===== src/rtl/vvf_pkg.sv =====
package vvf_pkg;

    typedef enum logic [1:0] {
        HS_IDLE    = 2'd0,
        HS_REQ     = 2'd1,
        HS_RELEASE = 2'd2
    } hs_state_e;

    localparam int unsigned ADDR_W      = 32;
    localparam int unsigned VEC_W       = ADDR_W - 2;
    localparam logic [ADDR_W-1:0] BASE_LOW  = 32'h0000_0000;
    localparam logic [ADDR_W-1:0] BASE_HIGH = 32'hFFFF_0000;
    localparam logic [ADDR_W-1:0] OFS_IRQ   = 32'h0000_0018;
    localparam logic [ADDR_W-1:0] OFS_FIQ   = 32'h0000_001C;

endpackage


===== src/rtl/vvf_sync.sv =====
module vvf_sync #(
    parameter int unsigned STAGES  = 2,
    parameter logic        RST_VAL = 1'b0
) (
    input  logic clk,
    input  logic rst_n,
    input  logic bypass,
    input  logic din,
    output logic dout
);
    logic [STAGES-1:0] chain;

    for (genvar i = 0; i < STAGES; i++) begin : g_stage
        if (i == 0) begin : g_first
            always_ff @(posedge clk) begin
                if (!rst_n) chain[i] <= RST_VAL;
                else        chain[i] <= din;
            end
        end else begin : g_next
            always_ff @(posedge clk) begin
                if (!rst_n) chain[i] <= RST_VAL;
                else        chain[i] <= chain[i-1];
            end
        end
    end

    assign dout = bypass ? din : chain[STAGES-1];

endmodule


===== src/rtl/vvf_fixed_vec.sv =====
module vvf_fixed_vec
    import vvf_pkg::*;
(
    input  logic              high_vectors,
    output logic [ADDR_W-1:0] irq_fixed,
    output logic [ADDR_W-1:0] fiq_fixed
);
    logic [ADDR_W-1:0] base;

    always_comb begin
        base      = high_vectors ? BASE_HIGH : BASE_LOW;
        irq_fixed = base | OFS_IRQ;
        fiq_fixed = base | OFS_FIQ;
    end

endmodule


===== src/rtl/vvf_handshake_fsm.sv =====
module vvf_handshake_fsm
    import vvf_pkg::*;
(
    input  logic              clk,
    input  logic              rst_n,
    input  logic              irq_entry,
    input  logic              fiq_entry,
    input  logic              vectored_en,
    input  logic              valid_s,
    input  logic [VEC_W-1:0]  vec_addr_hi,
    input  logic [ADDR_W-1:0] irq_fixed,
    input  logic [ADDR_W-1:0] fiq_fixed,
    output logic              ack_q,
    output logic              ready_q,
    output logic [ADDR_W-1:0] target_q
);
    hs_state_e state, state_nx;

    // next-state logic
    always_comb begin
        state_nx = state;
        unique case (state)
            HS_IDLE:    if (!fiq_entry && irq_entry && vectored_en) state_nx = HS_REQ;
            HS_REQ:     if (valid_s)  state_nx = HS_RELEASE;
            HS_RELEASE: if (!valid_s) state_nx = HS_IDLE;
            default:    state_nx = HS_IDLE;
        endcase
    end

    // state register
    always_ff @(posedge clk) begin
        if (!rst_n) state <= HS_IDLE;
        else        state <= state_nx;
    end

    // registered outputs
    always_ff @(posedge clk) begin
        if (!rst_n) begin
            ack_q    <= 1'b0;
            ready_q  <= 1'b0;
            target_q <= '0;
        end else begin
            ready_q <= 1'b0;
            unique case (state)
                HS_IDLE: begin
                    if (fiq_entry) begin
                        ready_q  <= 1'b1;
                        target_q <= fiq_fixed;
                    end else if (irq_entry) begin
                        if (vectored_en) begin
                            ack_q <= 1'b1;
                        end else begin
                            ready_q  <= 1'b1;
                            target_q <= irq_fixed;
                        end
                    end
                end
                HS_REQ: begin
                    if (valid_s) begin
                        ack_q    <= 1'b0;
                        ready_q  <= 1'b1;
                        target_q <= {vec_addr_hi, 2'b00};
                    end
                end
                HS_RELEASE: begin
                    ack_q <= 1'b0;
                end
                default: ack_q <= 1'b0;
            endcase
        end
    end

    AST_ACK_DROP_WITH_READY: assert property (@(posedge clk) disable iff (!rst_n)
        $fell(ack_q) |-> ready_q);
    AST_ACK_HELD_UNTIL_VALID: assert property (@(posedge clk) disable iff (!rst_n)
        (ack_q && !valid_s) |=> ack_q);
    AST_TARGET_WORD_ALIGNED: assert property (@(posedge clk) disable iff (!rst_n)
        (ready_q && $past(ack_q)) |-> (target_q[1:0] == 2'b00));
    AST_NO_ACK_IN_RELEASE: assert property (@(posedge clk) disable iff (!rst_n)
        (state == HS_RELEASE) |=> !ack_q);
    AST_ACK_NEEDS_VECTORED: assert property (@(posedge clk) disable iff (!rst_n)
        $rose(ack_q) |-> $past(vectored_en));
    AST_FIQ_NO_ACK: assert property (@(posedge clk) disable iff (!rst_n)
        (fiq_entry && !ack_q) |=> !ack_q);

endmodule


===== src/rtl/vic_vector_fetch.sv =====
module vic_vector_fetch
    import vvf_pkg::*;
#(
    parameter int unsigned SYNC_STAGES = 2
) (
    input  logic              clk,
    input  logic              rst_n,
    input  logic              fast_req_n,
    input  logic              norm_req_n,
    input  logic              req_sync_bypass,
    input  logic              valid_sync_bypass,
    output logic              vec_ack,
    input  logic              vec_valid,
    input  logic [VEC_W-1:0]  vec_addr_hi,
    input  logic              vectored_en,
    input  logic              high_vectors,
    input  logic              irq_entry,
    input  logic              fiq_entry,
    output logic              fiq_pending,
    output logic              irq_pending,
    output logic              target_ready,
    output logic [ADDR_W-1:0] target_addr
);
    logic fast_s, norm_s, valid_s;
    logic [ADDR_W-1:0] irq_fixed, fiq_fixed;

    vvf_sync #(.STAGES(SYNC_STAGES), .RST_VAL(1'b1)) u_fast_sync (
        .clk(clk), .rst_n(rst_n), .bypass(req_sync_bypass),
        .din(fast_req_n), .dout(fast_s));

    vvf_sync #(.STAGES(SYNC_STAGES), .RST_VAL(1'b1)) u_norm_sync (
        .clk(clk), .rst_n(rst_n), .bypass(req_sync_bypass),
        .din(norm_req_n), .dout(norm_s));

    vvf_sync #(.STAGES(SYNC_STAGES), .RST_VAL(1'b0)) u_valid_sync (
        .clk(clk), .rst_n(rst_n), .bypass(valid_sync_bypass),
        .din(vec_valid), .dout(valid_s));

    vvf_fixed_vec u_fixed (
        .high_vectors(high_vectors),
        .irq_fixed(irq_fixed),
        .fiq_fixed(fiq_fixed));

    vvf_handshake_fsm u_fsm (
        .clk(clk), .rst_n(rst_n),
        .irq_entry(irq_entry), .fiq_entry(fiq_entry),
        .vectored_en(vectored_en), .valid_s(valid_s),
        .vec_addr_hi(vec_addr_hi),
        .irq_fixed(irq_fixed), .fiq_fixed(fiq_fixed),
        .ack_q(vec_ack), .ready_q(target_ready), .target_q(target_addr));

    assign fiq_pending = ~fast_s;
    assign irq_pending = ~norm_s;

    AST_PENDING_BYPASS: assert property (@(posedge clk) disable iff (!rst_n)
        req_sync_bypass |-> (irq_pending == !norm_req_n));

endmodule


===== config.mk =====
export PLATFORM = sky130hd
export DESIGN_NAME = vic_vector_fetch
export DESIGN_NICKNAME = d
export VERILOG_FILES = /design/src/rtl/vvf_pkg.sv /design/src/rtl/vvf_sync.sv /design/src/rtl/vvf_fixed_vec.sv /design/src/rtl/vvf_handshake_fsm.sv /design/src/rtl/vic_vector_fetch.sv
export SDC_FILE = /design/constraint.sdc
export NUM_CORES = 1
export LEC_CHECK = 0
export BUFFER_PORTS_ARGS = -buffer_cell sky130_fd_sc_hd__buf_2
export CAP_MARGIN = 40
export CELL_PAD_IN_SITES_DETAIL_PLACEMENT = 1
export CELL_PAD_IN_SITES_GLOBAL_PLACEMENT = 1
export CORE_MARGIN = 8
export CORE_UTILIZATION = 35
export CTS_CLUSTER_DIAMETER = 200
export DETAILED_ROUTE_END_ITERATION = 6
export PLACE_DENSITY = 0.85
export SLEW_MARGIN = 20
export SYNTH_ARGS = -nofsm -noshare
export SYNTH_HDL_FRONTEND = slang
export SYNTH_SLANG_ARGS = --single-unit

===== constraint.sdc =====
create_clock -name clk -period 2.45 [get_ports clk]
set_input_delay 0.3675 -clock clk [delete_from_list [all_inputs] [get_ports clk]]
set_output_delay 0.3675 -clock clk [all_outputs]
set_load 0.01 [all_outputs]

==> impl_results.md, run 1 <==
* # diodes at 0
* Initial antenna violation count at 0
* RSZ-0062 raised after global routing: false
* Ports at 77
* H-tree levels at 2
* Initial DRC count at between 40 and 50
* Most common cell in the netlist: dfxtp_1
* Area of the die at 7090 µm²
* Clk_skew at between 0.005 and 0.006 ns
* GRT overflow at 0
* Setup TNS at 0 ns
* Crit start category: register
* IO buf count at 74
* Final-layout fill cell count at 580
* Post-synthesis cell count at 176
* Routed len/inst at roughly 15 µm
* Most used DFF post-synth: dfxtp_1
* Peak Freq at between 500 and 600 MHz
* Largest family of logic cells by synthesized area: simple AND/OR/NAND/NOR gates
* Core area at roughly 4600 µm²
* Commonest cells post-synth: dfxtp_1, nand2_1, nand3_1, o211a_1, o21ai_0
* Area contributors post-synth: dfxtp_1, o211a_1, nand2_1
* Max Root-Sink Buffers at 2
* Status: completed
* Post_cts resized at 0
* Row count at 25
* WP data arrival at 1.85 ns
* Mapped Area at roughly 1600 µm²
* Nets at 285
* Synth Area in Compound Gates at approximately 18%
* Number of post-CTS setup repair buffers at 0
* Placed cell area at 2000 µm²
* Max cap viols at 0
* Hold WC Path Type: input pin to register
* Slew Viols, Final at 0
* Top-area cell type share of the netlist area at roughly half
* Area delta synth->final at 28.2%
* CTS root buf: clkbuf_8
* Final ANT Viol Nets at 0
* Post-CTS Hold Buffers at 0
* Number of global-route vias before repair at approximately 1600
* Mux contribution to synthesized area at 1.84%
* Seq/Total Area, Yosys at 49.2%
* Fraction of registers with async set/reset at 0%
* Drt first pass iters at 4
* Clock Latency Late Sink at 0.29 ns
* Initial core utilization at roughly 35%
* Worst Path Required at about 2.6 ns
* DP HPWL at 3.44 mm
* Count of different cell masters after synthesis at 29
* Worst VDD drop at 297 µV
* Final Instance Area at 2090 µm²
* Static leakage at 1.07 nW
* Routability cong. at 0.736
* Largest net degree at the start of global routing at just over 60
* Pwr Density at 667 nW/µm²
* Syn_area_per_cell at approximately 9 µm²
* Setup slack after placement at 0.687 ns
* Endpoints failing setup at 0
* Total Power at 1.39 mW
* Max-slew headroom at the worst pin at 63.7%
* Min Tclk post-route at between 1.5 and 2 ns
* Global Route Usage Sum at 12.9%
* Share of layout cells above drive strength 1 at between 30 and 40%
* Adder-Cell Fraction of Synth Area at 0%
* Seq cells post-synth at 40
* CTS tree: built
* Routed WL at 4.59 mm
* Tightest Pin Transition at 0.545 ns
* Die Ht at 84.2 µm
* DR vias at 1489
* Yosys warning total at 0
* Die width at 84.2 µm
* Xor/xnor share of the synthesized area at 0%
* Clk sink count at 40
* Vias/cell at between 4 and 5
* First-pass GRT wire length at between 7 and 8 mm
* EDFF count, synth at 0
* Setup ws final at 0.780 ns
* Final hold vios at 0
* Simple-gate area share of the yosys netlist at 23.2%
* Fin crit share at between 60% and 70%
* Drc violations at 0
* CP Max Fanout at 16
* Cts bufs inserted at 5
* Synth area leader: dfxtp_1
* Worst Setup End Kind: register
* CTS clk-pin slew, worst paths at 0.08 ns
* CP Class: register to register
per-layer routing:
layer | GRT usage (%) | share of wire [%] | vias up
li1 | - | - | 748
met1 | 14.6 | 43 | 686
met3 | 6.20 | 8.7 | 5
met2 | 21.0 | 47 | 50
met4 | 3.30 | 0.98 | 0
met5 | 0 | 0 | -
per-stage QoR:
stage	hold WS, ns	cells	utilization, %
global route	0.298	299	45.4
detailed placement	0.399	291	43.5
CTS	0.277	299	45.4
floorplan	0.386	177	-
finish	0.284	299	45.4
global placement	0.390	291	43.5
area by class of cell:
type | instances | area, µm² | area share (%)
sequential | 40 | 801 | 38.3
multi-input combinational | 118 | 713 | 34.2
timing repair buffer | 78 | 413 | 19.8
clock buffer | 8 | 90.1 | 4.31
tap | 54 | 67.6 | 3.24
inverter | 1 | 3.75 | 0.180
final timing paths:
| kind | to | slack [ns] | from | depth (start not counted) |
|---|---|---|---|---|
| min | u_fast_sync.chain[0] | 0.28 | fast_req_n | 2 |
| max | u_fsm.target_q[26] | 0.78 | u_fsm.state[0] | 4 |
| min reg2reg | u_fast_sync.chain[1] | 0.41 | u_fast_sync.chain[0] | 1 |
| max reg2reg | u_fsm.target_q[26] | 0.78 | u_fsm.state[0] | 4 |
flip-flops by register name (all words and copies together), names as in the netlist:
| name | count |
|---|---|
| u_fsm.target_q | 30 |
| u_fast_sync.chain | 2 |
| u_fsm.state | 2 |
| u_norm_sync.chain | 2 |
| u_valid_sync.chain | 2 |
| u_fsm.ack_q | 1 |
| u_fsm.ready_q | 1 |
worst max-delay path: stages, from the launching register on:
cell	delay, ns
dfxtp_1	0.49
or2b_1	0.32
nand2_1	0.43
nand3_1	0.16
o211a_1	0.16
cell families after synthesis:
kind of cell / Yosys count
other: 1
flip-flops: 40
multiplexers: 3
AO/OA/AOI/OAI: 36
AND/OR/NAND/NOR: 77
buffers and inverters: 19
cell usage in the layout (no fill, tap or decap):
cell type   n
buf_2      74
dfxtp_1    40
nand2_1    32
nand3_1    16
o211a_1    16
o21ai_0    14
nand4_1    11
nand2b_1    6
clkbuf_8    6
mux2i_1     3
nor2_1      3
buf_4       3
and2_1      2
o211ai_1    2
conb_1      2
clkbuf_1    2
nor2_2      1
a221oi_4    1
nor2b_2     1
or2b_1      1
inv_1       1
a311oi_1    1
a32oi_1     1
and2b_1     1
a31oi_1     1
nor3_1      1
and3b_1     1
nor2b_1     1
buf_12      1
where the power goes:
group	switching, mW	total [mW]	internal, mW
clock	0.217	0.447	0.230
sequential	0.0219	0.716	0.694
combinational	0.128	0.231	0.102
Power figures use the tool's default switching activity.
==> run 2, diff against run 1 <==
--- a/config.mk
+++ b/config.mk
@@ -10,10 +10,10 @@
 export CELL_PAD_IN_SITES_DETAIL_PLACEMENT = 1
 export CELL_PAD_IN_SITES_GLOBAL_PLACEMENT = 1
 export CORE_MARGIN = 8
-export CORE_UTILIZATION = 35
+export CORE_UTILIZATION = 29
 export CTS_CLUSTER_DIAMETER = 200
 export DETAILED_ROUTE_END_ITERATION = 6
-export PLACE_DENSITY = 0.85
+export PLACE_DENSITY = 0.76
 export SLEW_MARGIN = 20
 export SYNTH_ARGS = -nofsm -noshare
 export SYNTH_HDL_FRONTEND = slang
==> constraint.sdc (replaced) <==
create_clock -name clk -period 1.3 [get_ports clk]
set_input_delay 0.195 -clock clk [delete_from_list [all_inputs] [get_ports clk]]
set_output_delay 0.195 -clock clk [all_outputs]
set_load 0.01 [all_outputs]
==> run 2 against run 1 <==
  * The flow now finishes with violations (setup timing)
  * Combinational power up 150%
  * Die area up 17%
  * Worst setup slack worse by 0.87 ns
  * Global-route usage down 0.74 points
  * Worst hold slack worse by 0.17 ns
  * Flip-flop and latch count unchanged
  * Cell area up 15%
  * First-iteration DRC count down 27%
  * Critical path type unchanged
==> impl_results.md, run 2 (same netlist as run 1, synthesis figures left out) <==
* Initial DRC count at 36 (was 49)
* Violated checks: setup timing
* Area of the die at 8270 µm² (was 7090 µm²)
* Number of global-route vias before repair at 1662 (was 1633)
* Worst VDD drop at 402 µV (was 297 µV)
* Die Ht at 91.0 µm (was 84.2 µm)
* Final-layout fill cell count at 681 (was 580)
* CTS tree: built (unchanged)
* P_int at 2.03 mW (was 1.03 mW)
* CTS clk-pin slew, worst paths at 0.07 ns (was 0.08 ns)
* Clk_skew at 0.00135 ns (was 0.00576 ns)
* Clk network pwr share at 30.6% (was 32.1%)
* Hold WC Path Type: input pin to register (unchanged)
* Nets at 310 (was 285)
* Max Root-Sink Buffers at 2 (unchanged)
* Most flops, register: u_fsm.target_q (unchanged)
* Fin crit share at 107% (was 68.2%)
* Cts bufs inserted at 5 (unchanged)
* Final ANT Viol Nets at 0 (unchanged)
* H-tree levels at 2 (unchanged)
* Clk sink count at 40 (unchanged)
* Row count at 27 (was 25)
* Final Instance Count excl. Fillers at 342 (was 299)
* Slew Viols, Final at 0 (unchanged)
* Core area at 5470 µm² (was 4600 µm²)
* Die width at 91.0 µm (was 84.2 µm)
* Min Tclk post-route at 1.39 ns (was 1.67 ns)
* Peak Freq at 721 MHz (was 599 MHz)
* Setup ws final at -0.0861 ns (was 0.780 ns)
* Vias/cell at 4.73 (was 4.98)
* Routed len/inst at 15.5 µm (was 15.3 µm)
* # diodes at 0 (unchanged)
* Clock Latency Late Sink at 0.28 ns (was 0.29 ns)
* First-pass GRT wire length at 8.37 mm (was 7.58 mm)
* Drt first pass iters at 4 (unchanged)
* Largest register FFs at 30 (unchanged)
* Ports at 77 (unchanged)
* Crit start category: register (unchanged)
* Sw power at 0.737 mW (was 0.367 mW)
* Final hold vios at 0 (unchanged)
* Worst Path Required at 1.53 ns (was 2.63 ns)
* CTS root buf: clkbuf_8 (unchanged)
* DP HPWL at 3.83 mm (was 3.44 mm)
* CP Class: register to register (unchanged)
* RSZ-0062 raised after global routing: true (was false)
* Initial core utilization at 29.8% (was 35.4%)
* Endpoints failing setup at 28 (was 0)
* GRT overflow at 0 (unchanged)
* Routability cong. at 0.750 (was 0.736)
* Global Route Usage Sum at 12.1% (was 12.9%)
* Setup slack after placement at -0.192 ns (was 0.687 ns)
* Fin Hold WS at 0.114 ns (was 0.284 ns)
* CP Max Fanout at 13 (was 16)
* DR vias at 1618 (was 1489)
* WP data arrival at 1.62 ns (was 1.85 ns)
* Share of layout cells above drive strength 1 at 43.7% (was 35.5%)
* Commonest non-fill, non-tap cells in the layout: buf_2, dfxtp_1, nand2_1 (unchanged)
* Post-CTS Hold Buffers at 0 (unchanged)
* Initial antenna violation count at 0 (unchanged)
* Static leakage at 1.23 nW (was 1.07 nW)
* Area delta synth->final at 47.6% (was 28.2%)
* Worst Setup End Kind: register (unchanged)
* Routed WL at 5.31 mm (was 4.59 mm)
* Pwr Density at 1150 nW/µm² (was 667 nW/µm²)
* Drc violations at 0 (unchanged)
* Status: finished, violations left (was completed)
* IO buf count at 74 (unchanged)
* Largest net degree at the start of global routing at 27 (was 62)
* Setup TNS at -1.52 ns (was 0 ns)
* Post-placement cell count at 325 (was 291)
* Most common cell after layout, fill and taps aside: buf_2 (unchanged)
* Total Power at 2.77 mW (was 1.39 mW)
* Switch share at 26.6% (was 26.4%)
* Max cap viols at 0 (unchanged)
* Seq pwr share at 48.8% (was 51.4%)
* Comb pwr share at 20.6% (was 16.6%)
==> run 2: cell types whose count changed in the layout (fill, tap and decap cells not counted), sizes merged <==
cell / before / now
buf: 78 / 102
clkbuf: 8 / 9
==> run 2: metrics by stage <==
stage	utilization [%]	cell area, µm²
final	43.9	2400
after global placement	39.7	2170
after detailed placement	39.7	2170
after CTS	41.8	2290
after floorplan	-	1650
after global routing	43.9	2400
==> run 2: timing repair <==
item	in CTS	in global routing
gates resized for setup	5	11
buffers inserted	1	6
pin swaps	1	2
cloned	0	2
endpoints found under the setup margin	29	31
==> run 2: worst max-delay path: stages, from the launching register on <==
cell and delay (ns):
dfxtp_2 0.35, mux2i_4 0.07, a221oi_4 0.35, buf_6 0.17
buf_12 0.13, buf_4 0.12, o211a_1 0.14
==> run 2: final timing paths <==
check | endpoint | slack (ns) | cells past startpoint | startpoint
setup / recovery | u_fsm.target_q[29] | -0.09 | 6 | u_valid_sync.chain[1]
hold / removal | u_fast_sync.chain[0] | 0.11 | 2 | fast_req_n
hold reg to reg | u_fast_sync.chain[1] | 0.44 | 1 | u_fast_sync.chain[0]
setup reg to reg | u_fsm.target_q[29] | -0.09 | 6 | u_valid_sync.chain[1]
==> run 2: final cells by class <==
class                      count  area, µm²  area share [%]
timing repair buffer         103        664            27.6
inverter                       1       3.75           0.156
sequential                    40        806            33.5
multi-input combinational    118        751            31.2
tap                           72       90.1            3.75
clock buffer                   8       90.1            3.75
==> run 2: power groups by stage <==
stage / Sequential (mW) / Clock, mW / Combinational, mW
2_1_floorplan: 1.41 / 0 / 0.245
3_3_place_gp: 1.38 / 0 / 0.492
3_5_place_dp: 1.38 / 0 / 0.508
4_1_cts: 1.35 / 0.886 / 0.522
5_1_grt: 1.36 / 0.929 / 0.630
6_report: 1.35 / 0.848 / 0.571
==> run 2: layer usage <==
layer  GRT usage [%]  up-vias  wire length (µm)
met2            19.6       52              2570
met4            4.50        0                21
met1            14.6      764              2400
met3            3.95        2               325
met5               0        -                 0
li1                -      800                 -
